--- src/rtl/fm_dev_pkg.sv ---
package fm_dev_pkg;

    localparam int FM_W         = 16;
    localparam int FRQ_W        = 32;
    localparam int SEL_W        = 2;
    localparam int SHIFT_STEP   = 4;
    localparam int MIN_PER_LOG2 = 2;
    localparam int CNT_W        = MIN_PER_LOG2 + (1 << SEL_W) - 2;
    localparam int N_STROBE     = 2;

    typedef logic [FRQ_W-1:0] frq_t;
    typedef logic [FM_W-1:0]  fmw_t;
    typedef logic [SEL_W-1:0] sel_t;
    typedef logic [CNT_W-1:0] cnt_t;

    typedef enum logic [SEL_W-1:0] {
        RATE_MANUAL = 2'd0,
        RATE_P4     = 2'd1,
        RATE_P8     = 2'd2,
        RATE_P16    = 2'd3
    } rate_e;

    typedef struct packed {
        logic neg;
        sel_t dev;
        fmw_t word;
    } fm_item_t;

    localparam int STB_CAR = 0;
    localparam int STB_FM  = 1;

    function automatic cnt_t last_count(input sel_t rate);
        int per_log2;
        if (rate == RATE_MANUAL) return '0;
        per_log2 = MIN_PER_LOG2 + int'(rate) - 1;
        return cnt_t'((1 << per_log2) - 1);
    endfunction

    function automatic frq_t scale_fm(input fm_item_t it);
        frq_t wide;
        wide = frq_t'(it.word);
        return wide << (SHIFT_STEP * int'(it.dev));
    endfunction

    function automatic frq_t apply_fm(input frq_t car, input fm_item_t it);
        frq_t delta;
        delta = scale_fm(it);
        return it.neg ? (car - delta) : (car + delta);
    endfunction

endpackage

--- src/rtl/fm_fall_arm.sv ---
module fm_fall_arm (
    input  logic clk_i,
    input  logic rst_i,
    input  logic strobe_i,
    input  logic enable_i,
    output logic arm_o
);
    logic prev_q;
    logic arm_q;

    always_ff @(posedge clk_i) begin
        if (rst_i) begin
            prev_q <= 1'b0;
            arm_q  <= 1'b0;
        end else begin
            prev_q <= strobe_i;
            arm_q  <= enable_i & prev_q & ~strobe_i;
        end
    end

    assign arm_o = arm_q;
endmodule

--- src/rtl/fm_rate_timer.sv ---
module fm_rate_timer
    import fm_dev_pkg::*;
(
    input  logic clk_i,
    input  logic rst_i,
    input  sel_t rate_i,
    input  logic block_i,
    output logic sync_n_o
);
    sel_t rate_q;
    cnt_t cnt_q;
    logic sync_n_q;
    logic auto_run;
    logic at_last;

    assign auto_run = (rate_i != RATE_MANUAL) && (rate_i == rate_q);
    assign at_last  = (cnt_q == last_count(rate_i));

    always_ff @(posedge clk_i) begin
        if (rst_i) begin
            rate_q   <= RATE_MANUAL;
            cnt_q    <= '0;
            sync_n_q <= 1'b1;
        end else begin
            rate_q <= rate_i;
            if (!auto_run || at_last) cnt_q <= '0;
            else                      cnt_q <= cnt_q + 1'b1;
            sync_n_q <= ~(auto_run && at_last && !block_i);
        end
    end

    assign sync_n_o = sync_n_q;
endmodule

--- src/rtl/fm_incr_core.sv ---
module fm_incr_core
    import fm_dev_pkg::*;
(
    input  logic     clk_i,
    input  logic     rst_i,
    input  logic     fm_take_i,
    input  logic     car_take_i,
    input  logic     joint_i,
    input  frq_t     carrier_i,
    input  fm_item_t item_i,
    output frq_t     incr_o
);
    frq_t     car_q;
    fm_item_t item_q;
    frq_t     incr_q;
    logic     car_we;

    assign car_we = car_take_i | (fm_take_i & joint_i);

    always_ff @(posedge clk_i) begin
        if (rst_i) begin
            car_q  <= '0;
            item_q <= '0;
            incr_q <= '0;
        end else begin
            if (car_we)    car_q  <= carrier_i;
            if (fm_take_i) item_q <= item_i;
            incr_q <= apply_fm(car_q, item_q);
        end
    end

    assign incr_o = incr_q;
endmodule

--- src/rtl/fm_dev_ctrl.sv ---
module fm_dev_ctrl
    import fm_dev_pkg::*;
(
    input  logic        clk_i,
    input  logic        rst_i,
    input  logic [31:0] carrier_i,
    input  logic        car_ld_i,
    input  logic [15:0] fm_word_i,
    input  logic        fm_neg_i,
    input  logic [1:0]  dev_sel_i,
    input  logic        fm_ld_i,
    input  logic        joint_ld_i,
    input  logic [1:0]  rate_sel_i,
    output logic        fm_sync_n_o,
    output logic [31:0] incr_o
);
    logic [N_STROBE-1:0] stb_in;
    logic [N_STROBE-1:0] stb_en;
    logic [N_STROBE-1:0] stb_arm;
    logic     sync_n;
    logic     fm_take;
    logic     car_take;
    fm_item_t item;

    assign stb_in[STB_CAR] = car_ld_i;
    assign stb_en[STB_CAR] = 1'b1;
    assign stb_in[STB_FM]  = fm_ld_i;
    assign stb_en[STB_FM]  = (rate_sel_i == RATE_MANUAL);

    for (genvar g = 0; g < N_STROBE; g++) begin : g_strobe
        fm_fall_arm u_arm (
            .clk_i    (clk_i),
            .rst_i    (rst_i),
            .strobe_i (stb_in[g]),
            .enable_i (stb_en[g]),
            .arm_o    (stb_arm[g])
        );
    end

    fm_rate_timer u_timer (
        .clk_i    (clk_i),
        .rst_i    (rst_i),
        .rate_i   (rate_sel_i),
        .block_i  (fm_ld_i),
        .sync_n_o (sync_n)
    );

    assign fm_take  = stb_arm[STB_FM] | ~sync_n;
    assign car_take = stb_arm[STB_CAR];

    assign item.neg  = fm_neg_i;
    assign item.dev  = dev_sel_i;
    assign item.word = fm_word_i;

    fm_incr_core u_core (
        .clk_i      (clk_i),
        .rst_i      (rst_i),
        .fm_take_i  (fm_take),
        .car_take_i (car_take),
        .joint_i    (joint_ld_i),
        .carrier_i  (carrier_i),
        .item_i     (item),
        .incr_o     (incr_o)
    );

    assign fm_sync_n_o = sync_n;
endmodule

--- config.mk ---
export PLATFORM = sky130hd
export DESIGN_NAME = fm_dev_ctrl
export DESIGN_NICKNAME = d
export VERILOG_FILES = /design/src/rtl/fm_dev_pkg.sv /design/src/rtl/fm_fall_arm.sv /design/src/rtl/fm_rate_timer.sv /design/src/rtl/fm_incr_core.sv /design/src/rtl/fm_dev_ctrl.sv
export SDC_FILE = /design/constraint.sdc
export NUM_CORES = 1
export LEC_CHECK = 0
export CAP_MARGIN = 10
export CORE_UTILIZATION = 40
export CTS_BUF_LIST = sky130_fd_sc_hd__clkbuf_4 sky130_fd_sc_hd__clkbuf_8
export CTS_CLUSTER_SIZE = 24
export DETAILED_ROUTE_END_ITERATION = 10
export HOLD_SLACK_MARGIN = 0.08
export PLACE_DENSITY_LB_ADDON = 0.1
export SLEW_MARGIN = 20
export SYNTH_ARGS = -nofsm -noshare
export SYNTH_HDL_FRONTEND = slang
export SYNTH_HIERARCHICAL = 1
export SYNTH_SLANG_ARGS = --single-unit
--- constraint.sdc ---
create_clock -name clk_i -period 9.7 [get_ports clk_i]
set_input_delay 0.97 -clock clk_i [delete_from_list [all_inputs] [get_ports clk_i]]
set_output_delay 0.97 -clock clk_i [all_outputs]
set_load 0.02 [all_outputs]
==> results.sh <==
export IMPL_fillerInstances=1412
export IMPL_ys_seq_elements=94
export IMPL_dpl_hpwl_um=10900
export IMPL_multi_input_area_um2=3810
export IMPL_port_buffers=90
export IMPL_fin_nets=884
export IMPL_ys_types=69
export IMPL_clockRootBuffer="clkbuf_8"
export IMPL_min_path_type="reg2reg"
export IMPL_clk_path_buf_depth=2
export IMPL_vdd_drop_max_v=0.0000983
export IMPL_place_congestion=0.895
export IMPL_ff2ff_setup_slack_ns=4.36
export IMPL_min_period_over_period_pct=55.1
export IMPL_cts_setup_buffers=0
export IMPL_status="complete, no violations"
export IMPL_yosys_warnings=6
export IMPL_grt_pass1_vias=4899
export IMPL_cts_sinks=94
export IMPL_rsz0062_at_grt="no"
export IMPL_post_route_min_period_ns=5.34
export IMPL_met3_usage_pct=4.11
export IMPL_power_density_nw_per_um2=156
export IMPL_cts_tree="yes"
export IMPL_grt_max_degree=96
export IMPL_die_area_um2=15200
export IMPL_drv_slew=0
export IMPL_dr_total_vias=5207
export IMPL_end_kind="flip-flop"
export IMPL_max_freq_mhz=187
export IMPL_p_sw_mw=0.351
export IMPL_htreeDepth=3
export IMPL_synth_top_family_by_area="simple AND/OR/NAND/NOR gates"
export IMPL_finalInstanceArea_um2=7150
export IMPL_cts_hold_buf=0
export IMPL_synth_simple_area_share_pct=22.1
export IMPL_avgViaCountPerCell=5.31
export IMPL_slew_headroom_pct=37.9
export IMPL_postSynthAreaPerCell_um2=8.16
export IMPL_reg2regPathDepth=16
export IMPL_setup_violations=0
export IMPL_synth_fa_ha_area_share_pct=7.55
export IMPL_post_cts_resized=0
export IMPL_synth_xor_xnor_area_share_pct=7.12
export IMPL_cp_slowest_cell="dfxtp_1"
export IMPL_worstHoldEndpoint="u_core/car_q[10]$_SDFFE_PP0P_"
export IMPL_area_growth_pct=21.2
export IMPL_final_hold_violation_count=0
export IMPL_pwr_share_comb_pct=33.7
export IMPL_syn_num_nets=816
export IMPL_pwr_share_clk_pct=27.6
export IMPL_min_path_cells=2
export IMPL_die_height_um=123
export IMPL_internal_power_mw=0.765
export IMPL_arrival_ns=5.63
export IMPL_ys_flop_type="dfxtp_1"
export IMPL_placed_area_um2=6910
export IMPL_drt_total_wl_um=14700
export IMPL_drtIter0Drc=271
export IMPL_n_antenna_cell=0
export IMPL_grt_use_met1_pct=24.4
export IMPL_finClkSkew_ns=0.0119
export IMPL_crit_fanout=26
export IMPL_coreArea_um2=14500
export IMPL_die_x_um=123
export IMPL_tightestPinTransition_ns=0.929
export IMPL_register_area_um2=1880
export IMPL_ys_seq_area_share_pct=31.9
export IMPL_drive_gt1_share_pct=6.03
export IMPL_crit_required_ns=9.99
export IMPL_row_count=44
export IMPL_drv_cap=0
export IMPL_drtPass1Iterations=6
export IMPL_r2r_start="u_core/item_q[17]$_SDFFE_PP0P_"
export IMPL_path_clk_slew_ns=0.09
export IMPL_globalRouteOverflowTotal=0
export IMPL_r2r_end="u_core/incr_o[29]$_SDFF_PP0_"
export IMPL_synth_compound_area_share_pct=20.5
export IMPL_met2_usage_pct=34.6
export IMPL_wire_per_inst_um=15.0
export IMPL_path_class="reg2reg"
export IMPL_worst_path_buf_inv=0
export IMPL_clkLatencyLatePin_ns=0.39
export IMPL_seqPwrFrac_pct=38.7
export IMPL_track_usage_pct=19.9
export IMPL_fin_util_pct=49.4
export IMPL_top_usage_layer="met2"
export IMPL_synthCells=723
export IMPL_async_flop_share_pct=0
export IMPL_min_from="u_core/car_q[10]$_SDFFE_PP0P_"
export IMPL_syn_area_um2=5900
export IMPL_fin_setup_tns_ns=0
export IMPL_startpoint_type="flip-flop"
export IMPL_switching_share_pct=31.4
export IMPL_cts_made_buffers=9
export IMPL_path_delay_family="simple AND/OR/NAND/NOR gates"
export IMPL_grt_pass1_wl_um=23400
export IMPL_start_util_pct=40.8
export IMPL_path_cells="nor2_1 > nand2_1 > ha_1 > o211ai_1 > nor4_2 > a21oi_1 > xnor2_1 > ha_1 > a21oi_1 > nor2_1 > nor4b_1 > o2bb2ai_1 > a2111oi_0 > or2_2 > a311oi_1 > mux2_2"
export IMPL_drtAntennaViolNets=0
export IMPL_p_leak_nw=2.81
export IMPL_ios=91
export IMPL_post_route_drc_count=0
export IMPL_synth_mux_area_share_pct=7.06
export IMPL_max_stage_delay_ns=0.82
export IMPL_synth_edff_count=0
export IMPL_antenna_found_initial=0
## routing by layer
layer  wire, um  share of wire (%)
met1       6680                 45
met2       7190                 49
met3        625                4.2
met4        240                1.6
met5          0                  0
## power by group through the flow
stage / combinational [mW] / sequential [mW] / clock (mW)
floorplan: 0.205 / 0.477 / 0
global placement: 0.375 / 0.441 / 0
global route: 0.409 / 0.435 / 0.331
finish: 0.376 / 0.432 / 0.308
detailed placement: 0.375 / 0.441 / 0
CTS: 0.378 / 0.433 / 0.319
## stage by stage
| step | hold WS (ns) | instances | setup slack (ns) | total power [mW] |
|---|---|---|---|---|
| after floorplan | 0.432 | 723 | 4.89 | 0.681 |
| after global placement | 0.442 | 964 | 4.63 | 0.816 |
| after detailed placement | 0.453 | 964 | 4.38 | 0.816 |
| after CTS | 0.467 | 980 | 4.37 | 1.13 |
| after global routing | 0.486 | 980 | 3.84 | 1.18 |
| final | 0.465 | 980 | 4.36 | 1.12 |
## sequential cells by signal, indices dropped and copies added (netlist names)
register / flops
u_timer/cnt_q: 4
u_core/incr_o: 32
u_timer/rate_q: 2
u_timer/sync_n_o: 1
g_strobe.u_arm/prev_q: 2
u_core/car_q: 32
u_core/item_q: 19
g_strobe.u_arm/arm_o: 2
## cell families after synthesis
logic type	count (synthesis)
adder cells (fa/ha/maj)	35
XOR/XNOR	48
flip-flops	94
other	1
AO/OA/AOI/OAI	186
AND/OR/NAND/NOR	268
multiplexers	38
buffers and inverters	53
## layout by cell type, fill, tap and decap left out, types with 8 or more instances in the layout
cell type        synthesis  routed
nor3_1                  12      12
clkdlybuf4s50_1          0      89
o21bai_1                 9       9
a21oi_1                 76      75
nand2_1                 92      92
dfxtp_1                 94      94
inv_1                   16      16
and3_1                   9       9
clkbuf_8                 0      12
nand3_1                 11      11
mux2i_1                 30      30
a211oi_1                 8       8
a31oi_1                  9       9
ha_1                    34      34
o21ai_0                 24      24
nor2b_1                 14      14
xnor2_1                 34      34
xor2_1                  14      14
a21o_1                  21      20
nor2_1                  89      89
## synth_stat cells, drive strengths merged (4+ instances only)
| library cell | n | area, um2 |
|---|---|---|
| a31oi | 9 | 56.3 |
| nor3 | 12 | 60.1 |
| o21ai | 24 | 120 |
| nand2 | 92 | 345 |
| a211oi | 8 | 60.1 |
| a21o | 21 | 158 |
| xor2 | 14 | 123 |
| o211ai | 4 | 30.0 |
| a2111oi | 4 | 72.6 |
| inv | 16 | 60.1 |
| nor2b | 15 | 101 |
| nand3 | 11 | 55.1 |
| xnor2 | 34 | 298 |
| ha | 34 | 425 |
| o21bai | 9 | 67.6 |
| nand2b | 5 | 31.3 |
| and3 | 10 | 63.8 |
| o2bb2ai | 4 | 35.0 |
| and2 | 5 | 31.3 |
| dfxtp | 94 | 1880 |
| mux2i | 30 | 300 |
| mux2 | 6 | 67.6 |
| clkbuf | 24 | 90.1 |
| a21oi | 76 | 380 |
| buf | 13 | 68.8 |
| a21boi | 4 | 30.0 |
| nor2 | 89 | 334 |
## worst max path at each step
stage | cells past startpoint | endpoint | slack (ns) | from
5_1_grt | 16 | u_core/incr_o[29]$_SDFF_PP0_ | 3.84 | u_core/item_q[17]$_SDFFE_PP0P_
6_report | 16 | u_core/incr_o[29]$_SDFF_PP0_ | 4.36 | u_core/item_q[17]$_SDFFE_PP0P_
4_1_cts | 16 | u_core/incr_o[29]$_SDFF_PP0_ | 4.37 | u_core/item_q[17]$_SDFFE_PP0P_
3_5_place_dp | 16 | u_core/incr_o[29]$_SDFF_PP0_ | 4.38 | u_core/item_q[17]$_SDFFE_PP0P_
3_3_place_gp | 16 | u_core/incr_o[29]$_SDFF_PP0_ | 4.63 | u_core/item_q[17]$_SDFFE_PP0P_
2_1_floorplan | 20 | u_core/incr_o[29]$_SDFF_PP0_ | 4.89 | u_core/item_q[16]$_SDFFE_PP0P_
## worst min-delay path: stages, from the launching register on
cell and delay [ns]:
dfxtp_1 0.33, nand2_1 0.05, a21oi_1 0.05
## layout make-up
type                       count  area share [%]
multi-input combinational    576            53.3
sequential                    94            26.3
timing repair buffer          94            12.9
tap                          184            3.22
clock buffer                  12            2.31
clock inverter                 4            1.07
inverter                      16           0.840
Power figures use the tool's default switching activity.
